**src/rtl/mdio_pkg.sv**
```systemverilog
package mdio_pkg;
  localparam int PRE_BITS   = 32;
  localparam int BODY_BITS  = 32;
  localparam int FRAME_BITS = PRE_BITS + BODY_BITS;
  localparam int TA_FIRST   = PRE_BITS + 14;
  localparam int DATA_FIRST = PRE_BITS + 16;
  localparam int DATA_W     = 16;
  localparam int ADDR_W     = 5;
  localparam int RD_BIT     = 29;
  localparam int PHY_LSB    = 23;
  localparam int REG_LSB    = 18;

  function automatic logic [BODY_BITS-1:0] build_body(input logic [31:0] cmd);
    logic rd;
    rd = cmd[RD_BIT];
    return {2'b01, (rd ? 2'b10 : 2'b01), cmd[PHY_LSB +: ADDR_W], cmd[REG_LSB +: ADDR_W],
            2'b10, (rd ? {DATA_W{1'b0}} : cmd[DATA_W-1:0])};
  endfunction
endpackage

```
**src/rtl/mdio_clkdiv.sv**
```systemverilog
module mdio_clkdiv #(
  parameter int BASE_HALF = 4,
  localparam int CNT_W = $clog2(BASE_HALF * 8)
) (
  input  logic       clk,
  input  logic       rst,
  input  logic       run,
  input  logic [1:0] sel,
  output logic       mdc,
  output logic       rise,
  output logic       fall
);
  logic [CNT_W-1:0] cnt;
  logic [CNT_W:0]   half_m1;
  logic             edge_now;

  always_comb begin
    half_m1  = (CNT_W+1)'(BASE_HALF << sel) - 1'b1;
    edge_now = run && ({1'b0, cnt} == half_m1);
    rise     = edge_now && !mdc;
    fall     = edge_now && mdc;
  end

  always_ff @(posedge clk) begin
    if (rst || !run) begin
      cnt <= '0;
      mdc <= 1'b0;
    end else if (edge_now) begin
      cnt <= '0;
      mdc <= !mdc;
    end else begin
      cnt <= cnt + 1'b1;
    end
  end

  assert_mdc_low_when_stopped_R8: assert property (@(posedge clk) disable iff (rst)
    !run |=> !mdc);
  assert_count_in_range_R2: assert property (@(posedge clk) disable iff (rst)
    {1'b0, cnt} <= half_m1);
endmodule

```
**src/rtl/mdio_shifter.sv**
```systemverilog
module mdio_shifter
  import mdio_pkg::*;
#(
  parameter int NBITS = FRAME_BITS,
  localparam int IDX_W = $clog2(NBITS)
) (
  input  logic                 clk,
  input  logic                 rst,
  input  logic                 start,
  input  logic                 abort,
  input  logic                 is_read,
  input  logic [BODY_BITS-1:0] body,
  input  logic                 rise,
  input  logic                 fall,
  input  logic                 mdio_i,
  output logic                 busy,
  output logic                 done,
  output logic                 mdio_o,
  output logic                 mdio_oe,
  output logic [DATA_W-1:0]    rd_data
);
  logic [NBITS-1:0] sh;
  logic [IDX_W-1:0] idx;
  logic             rd_q;
  logic [IDX_W-1:0] idx_nx;

  assign idx_nx = idx + 1'b1;
  assign done   = busy && fall && (idx == IDX_W'(NBITS - 1));

  always_ff @(posedge clk) begin
    if (rst) begin
      busy    <= 1'b0;
      sh      <= '0;
      idx     <= '0;
      rd_q    <= 1'b0;
      mdio_o  <= 1'b0;
      mdio_oe <= 1'b0;
      rd_data <= '0;
    end else if (abort) begin
      busy    <= 1'b0;
      mdio_o  <= 1'b0;
      mdio_oe <= 1'b0;
    end else if (!busy) begin
      if (start) begin
        busy    <= 1'b1;
        sh      <= {{(NBITS-BODY_BITS){1'b1}}, body};
        idx     <= '0;
        rd_q    <= is_read;
        mdio_o  <= 1'b1;
        mdio_oe <= 1'b1;
      end
    end else begin
      if (rise && rd_q && idx >= IDX_W'(DATA_FIRST))
        rd_data <= {rd_data[DATA_W-2:0], mdio_i};
      if (fall) begin
        if (done) begin
          busy    <= 1'b0;
          mdio_o  <= 1'b0;
          mdio_oe <= 1'b0;
        end else begin
          idx <= idx_nx;
          sh  <= sh << 1;
          if (rd_q && idx_nx >= IDX_W'(TA_FIRST)) begin
            mdio_oe <= 1'b0;
            mdio_o  <= 1'b0;
          end else begin
            mdio_oe <= 1'b1;
            mdio_o  <= sh[NBITS-2];
          end
        end
      end
    end
  end

  assert_released_in_read_R4: assert property (@(posedge clk) disable iff (rst)
    (busy && rd_q && idx >= IDX_W'(TA_FIRST)) |-> !mdio_oe);
  assert_driven_in_write_R3: assert property (@(posedge clk) disable iff (rst)
    (busy && !rd_q) |-> mdio_oe);
endmodule

```
**src/rtl/mdio_mgmt_master.sv**
```systemverilog
module mdio_mgmt_master
  import mdio_pkg::*;
#(
  parameter int BASE_HALF = 4
) (
  input  logic        clk,
  input  logic        rst,
  input  logic        port_en,
  input  logic [1:0]  clk_sel,
  input  logic        cmd_wr,
  input  logic [31:0] cmd_word,
  output logic [31:0] mgmt_word,
  output logic        idle,
  output logic        mdc,
  output logic        mdio_o,
  output logic        mdio_oe,
  input  logic        mdio_i
);
  logic              busy, done, rise, fall, accept;
  logic [1:0]        sel_q;
  logic              rd_q;
  logic [DATA_W-1:0] rd_data;

  assign accept = cmd_wr && port_en && !busy;
  assign idle   = !busy;

  always_ff @(posedge clk) begin
    if (rst) begin
      mgmt_word <= '0;
      sel_q     <= '0;
      rd_q      <= 1'b0;
    end else if (accept) begin
      mgmt_word <= cmd_word;
      sel_q     <= clk_sel;
      rd_q      <= cmd_word[RD_BIT];
    end else if (port_en && done && rd_q) begin
      mgmt_word[DATA_W-1:0] <= {rd_data[DATA_W-2:0], 1'b0} >> 1 | rd_data;
    end
  end

  mdio_clkdiv #(.BASE_HALF(BASE_HALF)) u_div (
    .clk(clk), .rst(rst), .run(busy && port_en), .sel(sel_q),
    .mdc(mdc), .rise(rise), .fall(fall)
  );

  mdio_shifter u_shift (
    .clk(clk), .rst(rst), .start(accept), .abort(!port_en),
    .is_read(cmd_word[RD_BIT]), .body(build_body(cmd_word)),
    .rise(rise), .fall(fall), .mdio_i(mdio_i),
    .busy(busy), .done(done), .mdio_o(mdio_o), .mdio_oe(mdio_oe),
    .rd_data(rd_data)
  );

  assert_idle_not_driving_R1: assert property (@(posedge clk) disable iff (rst)
    idle |-> !mdio_oe);
  assert_busy_write_ignored_R7: assert property (@(posedge clk) disable iff (rst)
    (!idle && cmd_wr) |=> (mgmt_word[31:DATA_W] == $past(mgmt_word[31:DATA_W])));
  assert_disable_stops_R8: assert property (@(posedge clk) disable iff (rst)
    !port_en |=> (idle && !mdc));
  assert_accept_starts_R5: assert property (@(posedge clk) disable iff (rst)
    (idle && cmd_wr && port_en) |=> !idle);
endmodule

```
**config.mk**
```make
export PLATFORM = sky130hd
export DESIGN_NAME = mdio_mgmt_master
export DESIGN_NICKNAME = d
export VERILOG_FILES = /design/src/rtl/mdio_pkg.sv /design/src/rtl/mdio_clkdiv.sv /design/src/rtl/mdio_shifter.sv /design/src/rtl/mdio_mgmt_master.sv
export SDC_FILE = /design/constraint.sdc
export NUM_CORES = 1
export LEC_CHECK = 0
export ABC_CLOCK_PERIOD_IN_PS = 3330
export CAP_MARGIN = 20
export CORE_MARGIN = 3
export CORE_UTILIZATION = 61
export CTS_CLUSTER_SIZE = 40
export DETAILED_ROUTE_END_ITERATION = 10
export DONT_BUFFER_PORTS = 1
export GPL_TIMING_DRIVEN = 0
export PLACE_DENSITY = 0.87
export SLEW_MARGIN = 30
export SYNTH_ARGS = -nofsm -noshare
export SYNTH_HDL_FRONTEND = slang
export SYNTH_HIERARCHICAL = 1
export SYNTH_SLANG_ARGS = --single-unit
```
**constraint.sdc**
```tcl
create_clock -name clk -period 3.33 [get_ports clk]
set_input_delay 0.333 -clock clk [delete_from_list [all_inputs] [get_ports clk]]
set_output_delay 0.333 -clock clk [all_outputs]
set_load 0.01 [all_outputs]
```
# ---- Word level (Yosys, flattened, before mapping)
# Cells that the tools add are included.
dict set report word_totals {
  n_memories 0
  output_inout_bits 36
  wordCells 76
  mem_bits_rw 0
  ff_bits 130
  latchBits 0
  mem_bits_ro 0
  in_bits 39
}
dict set report op_classes {
  div_mod_pow 0
  n_shift 1
  n_bitwise 3
  mux 25
  addsub 3
  eq_ne 4
  n_lt_le_gt_ge 2
  reduce_logical 25
  multipliers 0
}
# op n
set op_table {}
lappend op_table {{2-to-1 mux 63 bit} 4}
lappend op_table {{2-to-1 mux 16 bit} 3}
lappend op_table {{2-to-1 mux 6 bit} 4}
lappend op_table {{bitwise OR 15 x 16 -> 16 bit} 1}
lappend op_table {{logical AND 1 bit} 13}
lappend op_table {{2-to-1 mux 1 bit} 13}
lappend op_table {{>= comparator 6 bit (second input constant)} 2}
lappend op_table {{adder 6 x 1 -> 6 bit (second input constant)} 1}
lappend op_table {{equality test 5 x 6 -> 1 bit} 1}
lappend op_table {{equality test 6 bit (second input constant)} 1}
lappend op_table {{AND reduction 3 bit} 2}
lappend op_table {{left shift 3 x 2 -> 6 bit (first input constant)} 1}
lappend op_table {{subtractor 6 x 1 -> 6 bit (second input constant)} 1}
lappend op_table {{adder 5 x 1 -> 5 bit (second input constant)} 1}
lappend op_table {{AND reduction 4 bit} 1}
lappend op_table {{nonzero test 2 bit} 2}
lappend op_table {{OR reduction 2 bit} 2}
lappend op_table {{logical NOT 1 bit} 3}
lappend op_table {{2-to-1 mux 2 bit} 1}
lappend op_table {{inequality test 2 x 1 -> 1 bit (second input constant)} 1}
lappend op_table {{inequality test 2 bit (second input constant)} 1}
lappend op_table {{inverter 1 bit} 2}
lappend op_table {{AND reduction 2 bit} 1}
lappend op_table {{logical OR 1 bit} 1}

# ---- Longest topological paths before layout
dict set report logic_depth {
  word_depth 11
  mapped_depth 12
  ltp_nobuf 11
}

# ---- Cells and area by module
# The synthesis kept the hierarchy.
# mod seq_area_each_um2 area_per_inst_um2 instances cells_per_inst
set by_module_without_submodules {}
lappend by_module_without_submodules {mdio_shifter 1781.7 3970.1 1 409}
lappend by_module_without_submodules {mdio_mgmt_master 680.7 1569.0 1 176}
lappend by_module_without_submodules {mdio_clkdiv 120.1 340.3 1 38}

# ---- Worst setup path after synthesis
# Ideal clock, no wire load.
dict set report synth_path {
  path_kind {input -> register}
  from {input port port_en}
  to {register mgmt_word[0]}
  setup_time_ps 73
  arrival_ps 2420
  required_ps 3257
  path_buffers 1
  path_slack_ps 838
  cell_stages 12
  cell_sequence {inv_1 nor2_1 nand2_1 a211o_1 a21oi_4 and2_1 nand2_1 nor3_1 nand2_1 a211o_1 buf_6 o22ai_2}
}
dict set report synth_via {
  elab_chain_cells 8
  elab_cells_between_ends 11
  classes_between {1 x mux; 10 x reduce/logical}
}
# item line
set synth_lines {}
lappend synth_lines {{start: declaration} mdio_mgmt_master.sv:8} ;# input logic port_en,
lappend synth_lines {{logical AND 1 bit} mdio_mgmt_master.sv:42} ;# .clk(clk), .rst(rst), .run(busy && port_en), .sel(sel_q),
lappend synth_lines {{logical AND 1 bit} mdio_clkdiv.sv:19} ;# edge_now = run && ({1'b0, cnt} == half_m1);
lappend synth_lines {{logical AND 1 bit} mdio_clkdiv.sv:21} ;# fall = edge_now && mdc;
lappend synth_lines {{via fall} mdio_mgmt_master.sv:19} ;# logic busy, done, rise, fall, accept;
lappend synth_lines {{logical AND 1 bit (2 in a row)} mdio_shifter.sv:28} ;# assign done = busy && fall && (idx == IDX_W'(NBITS - 1));
lappend synth_lines {{via done} mdio_mgmt_master.sv:19}
lappend synth_lines {{logical AND 1 bit (2 in a row)} mdio_mgmt_master.sv:36} ;# end else if (port_en && done && rd_q) begin
lappend synth_lines {{nonzero test 2 bit (no source line)} --}
lappend synth_lines {{end signal: assignment} mdio_mgmt_master.sv:33} ;# mgmt_word <= cmd_word;
lappend synth_lines {{end signal: indexed assignment} mdio_mgmt_master.sv:37} ;# mgmt_word[DATA_W-1:0] <= {rd_data[DATA_W-2:0], 1'b0} >> 1 | rd_data;
lappend synth_lines {{end: declaration} mdio_mgmt_master.sv:12} ;# output logic [31:0] mgmt_word,
# The timed path passes the listed nets, and every way through them passes these cells.
# A chain may end at the register's enable or synchronous reset.

# ---- Final worst setup path
dict set report layout_path {
  from {register u_shift.busy}
  to {register u_shift.idx[5]}
}
dict set report layout_via {
  elab_cells_between_ends 12
  classes_between {2 x eq/ne; 1 x mux; 9 x reduce/logical}
}
# item line
set layout_rtl {}
lappend layout_rtl {{start: declaration} mdio_shifter.sv:16} ;# output logic busy,
lappend layout_rtl {{start signal: assignment} mdio_shifter.sv:32} ;# busy <= 1'b0;
lappend layout_rtl {{start signal: assignment} mdio_shifter.sv:40} ;# busy <= 1'b0;
lappend layout_rtl {{start signal: assignment} mdio_shifter.sv:45} ;# busy <= 1'b1;
lappend layout_rtl {{logical NOT 1 bit} --}
lappend layout_rtl {{via idle} mdio_mgmt_master.sv:13} ;# output logic idle,
lappend layout_rtl {{logical AND 1 bit} mdio_mgmt_master.sv:24} ;# assign accept = cmd_wr && port_en && !busy;
lappend layout_rtl {{nonzero test 2 bit (no source line)} --}
lappend layout_rtl {{AND reduction 4 bit (no source line)} --}
lappend layout_rtl {{end signal: assignment} mdio_shifter.sv:61} ;# idx <= idx_nx;
lappend layout_rtl {{end: declaration} mdio_shifter.sv:23} ;# logic [IDX_W-1:0] idx;
# The timed path passes the listed nets, and every way through them passes these cells.

==> summary.md <==
| Metric | Value |
|---|---|
| Number of cells in the finished layout apart from fillers | 806 |
| Global placer's final weighted congestion | 0.853 |
| Buffers inserted during post-CTS setup optimization | 0 |
| # diodes | 0 |
| Finished Core Util | 74.4% |
| 1st-iter DRT viols | 447 |
| Post-Route WL | 14,600 um |
| Largest net degree at the start of global routing | 17 |
| Starting utilization of the core area | 63.3% |
| Met1 capacity usage during global routing | 31.4% |
| Length of the first detailed-routing pass in iterations | 5 |
| Post-layout worst setup margin | 0.220 ns |
| Result of the run | completed |
| Number of hold violations in the final report | 0 |
| Most Crowded Layer GR | met2 |
| Yosys synthesis warning count | 6 |
| Largest fanout of any net on the critical path | 8 |
| Worst vdd ir | 0.000356 V |
| Achievable clock frequency | 322 MHz |
| Synth Area per Inst | 9.44 um2 |
| Relative area change from synthesis to final layout | 17.4% |
| Clock buffers created by TritonCTS | 17 |
| Proportion of register bits with asynchronous set or reset after synthesis | 0% |
| Setup TNS | 0 ns |
| Register cell area after layout | 2580 um2 |
| Unrepaired setup endpoints after global routing | false |
| Data required time at the worst endpoint | 3.75 ns |
| Crit path time final | 3.11 ns |
| Max-cap viol count | 0 |
| Half-perimeter wire length of the detailed placement result | 9170 um |
| Portion of the post-synthesis area used by sequential elements | 43.9% |
| Leading cell types in the layout, fill and taps excluded | sky130_fd_sc_hd__dfxtp_1, sky130_fd_sc_hd__nor2_1, sky130_fd_sc_hd__mux2i_1 |
| Share of cells above drive strength 1 | 16.2% |
| Area of combinational cells with multiple inputs | 2850 um2 |
| Slew Limit Fails | 0 |
| Count of different cell masters after synthesis | 60 |
| Height of the die | 104 um |
| Number of antenna violations at the first check in global routing | 0 |
| Gate Count Post-Synth | 623 |
| Post-route DRC | 0 |
| Number of standard-cell rows in the floorplan | 35 |
| Average routed wire per standard cell | 18.1 um |
| Number of clock sinks | 129 |
| Filler cells | 608 |
| Most frequently used flop master after synthesis | sky130_fd_sc_hd__dfxtp_1 |
| Vias per cell | 5.99 |
| Buffers from clock root to sink, at most | 2 |
| Chip Width | 104 um |
| Global-route congestion overflow total | 0 |
| #FFs+latches synth | 129 |
| Number of nets with antenna violations after routing | 0 |
| Endpoint type of the worst setup path | register |
| Transition at the pin with the smallest max-transition slack | 0.900 ns |
| Final setup viols | 0 |
| Count of flip-flops with a built-in enable after synthesis | 0 |
| Power Density | 578 nW/um2 |
| Final critical-path share of the clock period | 93.4% |
| Placement Setup Slack | 0.324 ns |
| Cell Area, Synth | 5880 um2 |
| Number of placed instances, taps included | 754 |
| Setup clock skew after layout | 0.00986 ns |
| Critical Path Start Type | register |
| Commonest non-fill, non-tap cell in the layout | sky130_fd_sc_hd__dfxtp_1 |
| Setup slack of the worst register-to-register path | 0.22 ns |
| Net count, final | 706 |
| Number of global-route vias before repair | 4,931 |
| Clock slew seen by the registers of the worst setup and hold paths | 0.06 ns |
| Class of the tightest hold or removal check | input port to register |
| Full die area | 10,900 um2 |
| TritonCTS clock tree | yes |
| Worst-case headroom to the max-slew limit | 39.1% |
| Count of pins on the block boundary | 75 |
| Setup Crit Path Kind | register to register |
| Number of input and output port buffers inserted | 0 |
| Std-Cell Core Area | 9280 um2 |
| Global-route wire length before repair | 24,100 um |
| Root Driver | sky130_fd_sc_hd__clkbuf_8 |
| Global-route usage over all layers | 27.2% |
| Data arrival time of the critical path | 3.53 ns |
| Latest clock arrival within the worst-skew pair | 0.52 ns |
| H-tree depth | 4 |
| Static leakage | 2.34 nW |
| CTS resizes | 0 |
| Met2 usage in global routing | 47.8% |
| Global Route met3 Usage | 7.26% |
| Total via count in the routed design | 4,829 |
==> kinds of logic (layout without fill, tap and decap cells) <==
logic type                 Yosys count  after routing  synth area share (%)
and+or+nand+nor                    205            205                  16.5
AOI/OAI and AO/OA                  130            130                  19.5
DFF                                129            129                  43.9
buffers and inverters               86            138                  7.72
muxes                               65             65                  11.1
adders and majority gates            3              3                 0.639
xor gates and xnor gates             3              3                 0.447
other                                2              4                 0.128
==> state kept, by name (all words and copies together), names as in the netlist <==
name             count
u_shift/sh          63
mgmt_word           32
u_shift/rd_data     16
u_shift/idx          6
u_div/cnt            5
sel_q                2
u_div/mdc            1
u_shift/busy         1
u_shift/mdio_o       1
u_shift/mdio_oe      1
u_shift/rd_q         1
==> per-stage QoR <==
step	power [mW]	instance area [um2]	hold slack, ns
3_5_place_dp	1.95	6050	0.454
4_1_cts	4.00	6900	0.0112
6_report	3.99	6900	0.0295
2_1_floorplan	1.89	5890	0.432
3_3_place_gp	1.93	6050	0.442
5_1_grt	4.11	6900	0.0170
==> cells in the mapped netlist (4+ instances only) <==
library cell               instances  area (um2)
sky130_fd_sc_hd__inv_1            40         150
sky130_fd_sc_hd__nor2_1           86         323
sky130_fd_sc_hd__dfxtp_1         129        2580
sky130_fd_sc_hd__o22ai_1           6        37.5
sky130_fd_sc_hd__nor3_1            6        30.0
sky130_fd_sc_hd__nand3_1           5        25.0
sky130_fd_sc_hd__buf_4             8        60.1
sky130_fd_sc_hd__clkbuf_1         19        71.3
sky130_fd_sc_hd__nand2b_1         21         131
sky130_fd_sc_hd__buf_6             8        90.1
sky130_fd_sc_hd__mux2i_1          64         641
sky130_fd_sc_hd__a211oi_2         30         375
sky130_fd_sc_hd__a311oi_1         33         289
sky130_fd_sc_hd__nor2b_1          18         113
sky130_fd_sc_hd__o21ai_0           4        20.0
sky130_fd_sc_hd__a21oi_1          26         130
sky130_fd_sc_hd__nand2_1          45         169
sky130_fd_sc_hd__buf_2             5        25.0
sky130_fd_sc_hd__o22ai_2          10         125
==> power breakdown <==
part / internal, mW / switching, mW
sequential: 1.60 / 0.0431
clock: 1.32 / 0.718
combinational: 0.129 / 0.177
==> critical path, cell delays in order, from the launching register on <==
cell	delay, ns
sky130_fd_sc_hd__dfxtp_1	0.39
sky130_fd_sc_hd__inv_1	0.12
sky130_fd_sc_hd__nor2_1	0.19
sky130_fd_sc_hd__nand2_1	0.10
sky130_fd_sc_hd__a211o_1	0.34
sky130_fd_sc_hd__a21oi_4	0.20
sky130_fd_sc_hd__and2_1	0.20
sky130_fd_sc_hd__nand2_1	0.18
sky130_fd_sc_hd__a211oi_1	0.66
sky130_fd_sc_hd__o21ai_0	0.27
sky130_fd_sc_hd__a311oi_1	0.34
==> final timing paths <==
path / endpoint / cells past startpoint / from
worst min-delay path: mgmt_word[1] / 2 / cmd_word[1]
worst max-delay path: u_shift/idx[5] / 10 / u_shift/busy
worst min register to register: u_shift/sh[55] / 2 / u_shift/sh[54]
worst max register to register: u_shift/idx[5] / 10 / u_shift/busy
==> routing by layer <==
layer  up-vias  wire [um]
met5         -          0
met1      2316       5860
met4         0        333
met3        38       1050
li1       2256          -
met2       219       7340
==> final cells by class <==
cell class / count / area share, %
buffer: 45 / 4.35
clock buffer: 18 / 6.20
clock inverter: 14 / 3.28
inverter: 41 / 2.23
multi-input combinational: 410 / 41.3
sequential: 129 / 37.4
tap: 129 / 2.34
timing repair buffer: 20 / 2.90
==> repair_timing <==
| action | 4_1_cts | 5_1_grt |
|---|---|---|
| setup endpoints to repair | 0 | 0 |
| hold buffers | 20 | 0 |
| endpoints found under the hold margin | 24 | 0 |
No activity file was read; power rests on OpenSTA's default activity.
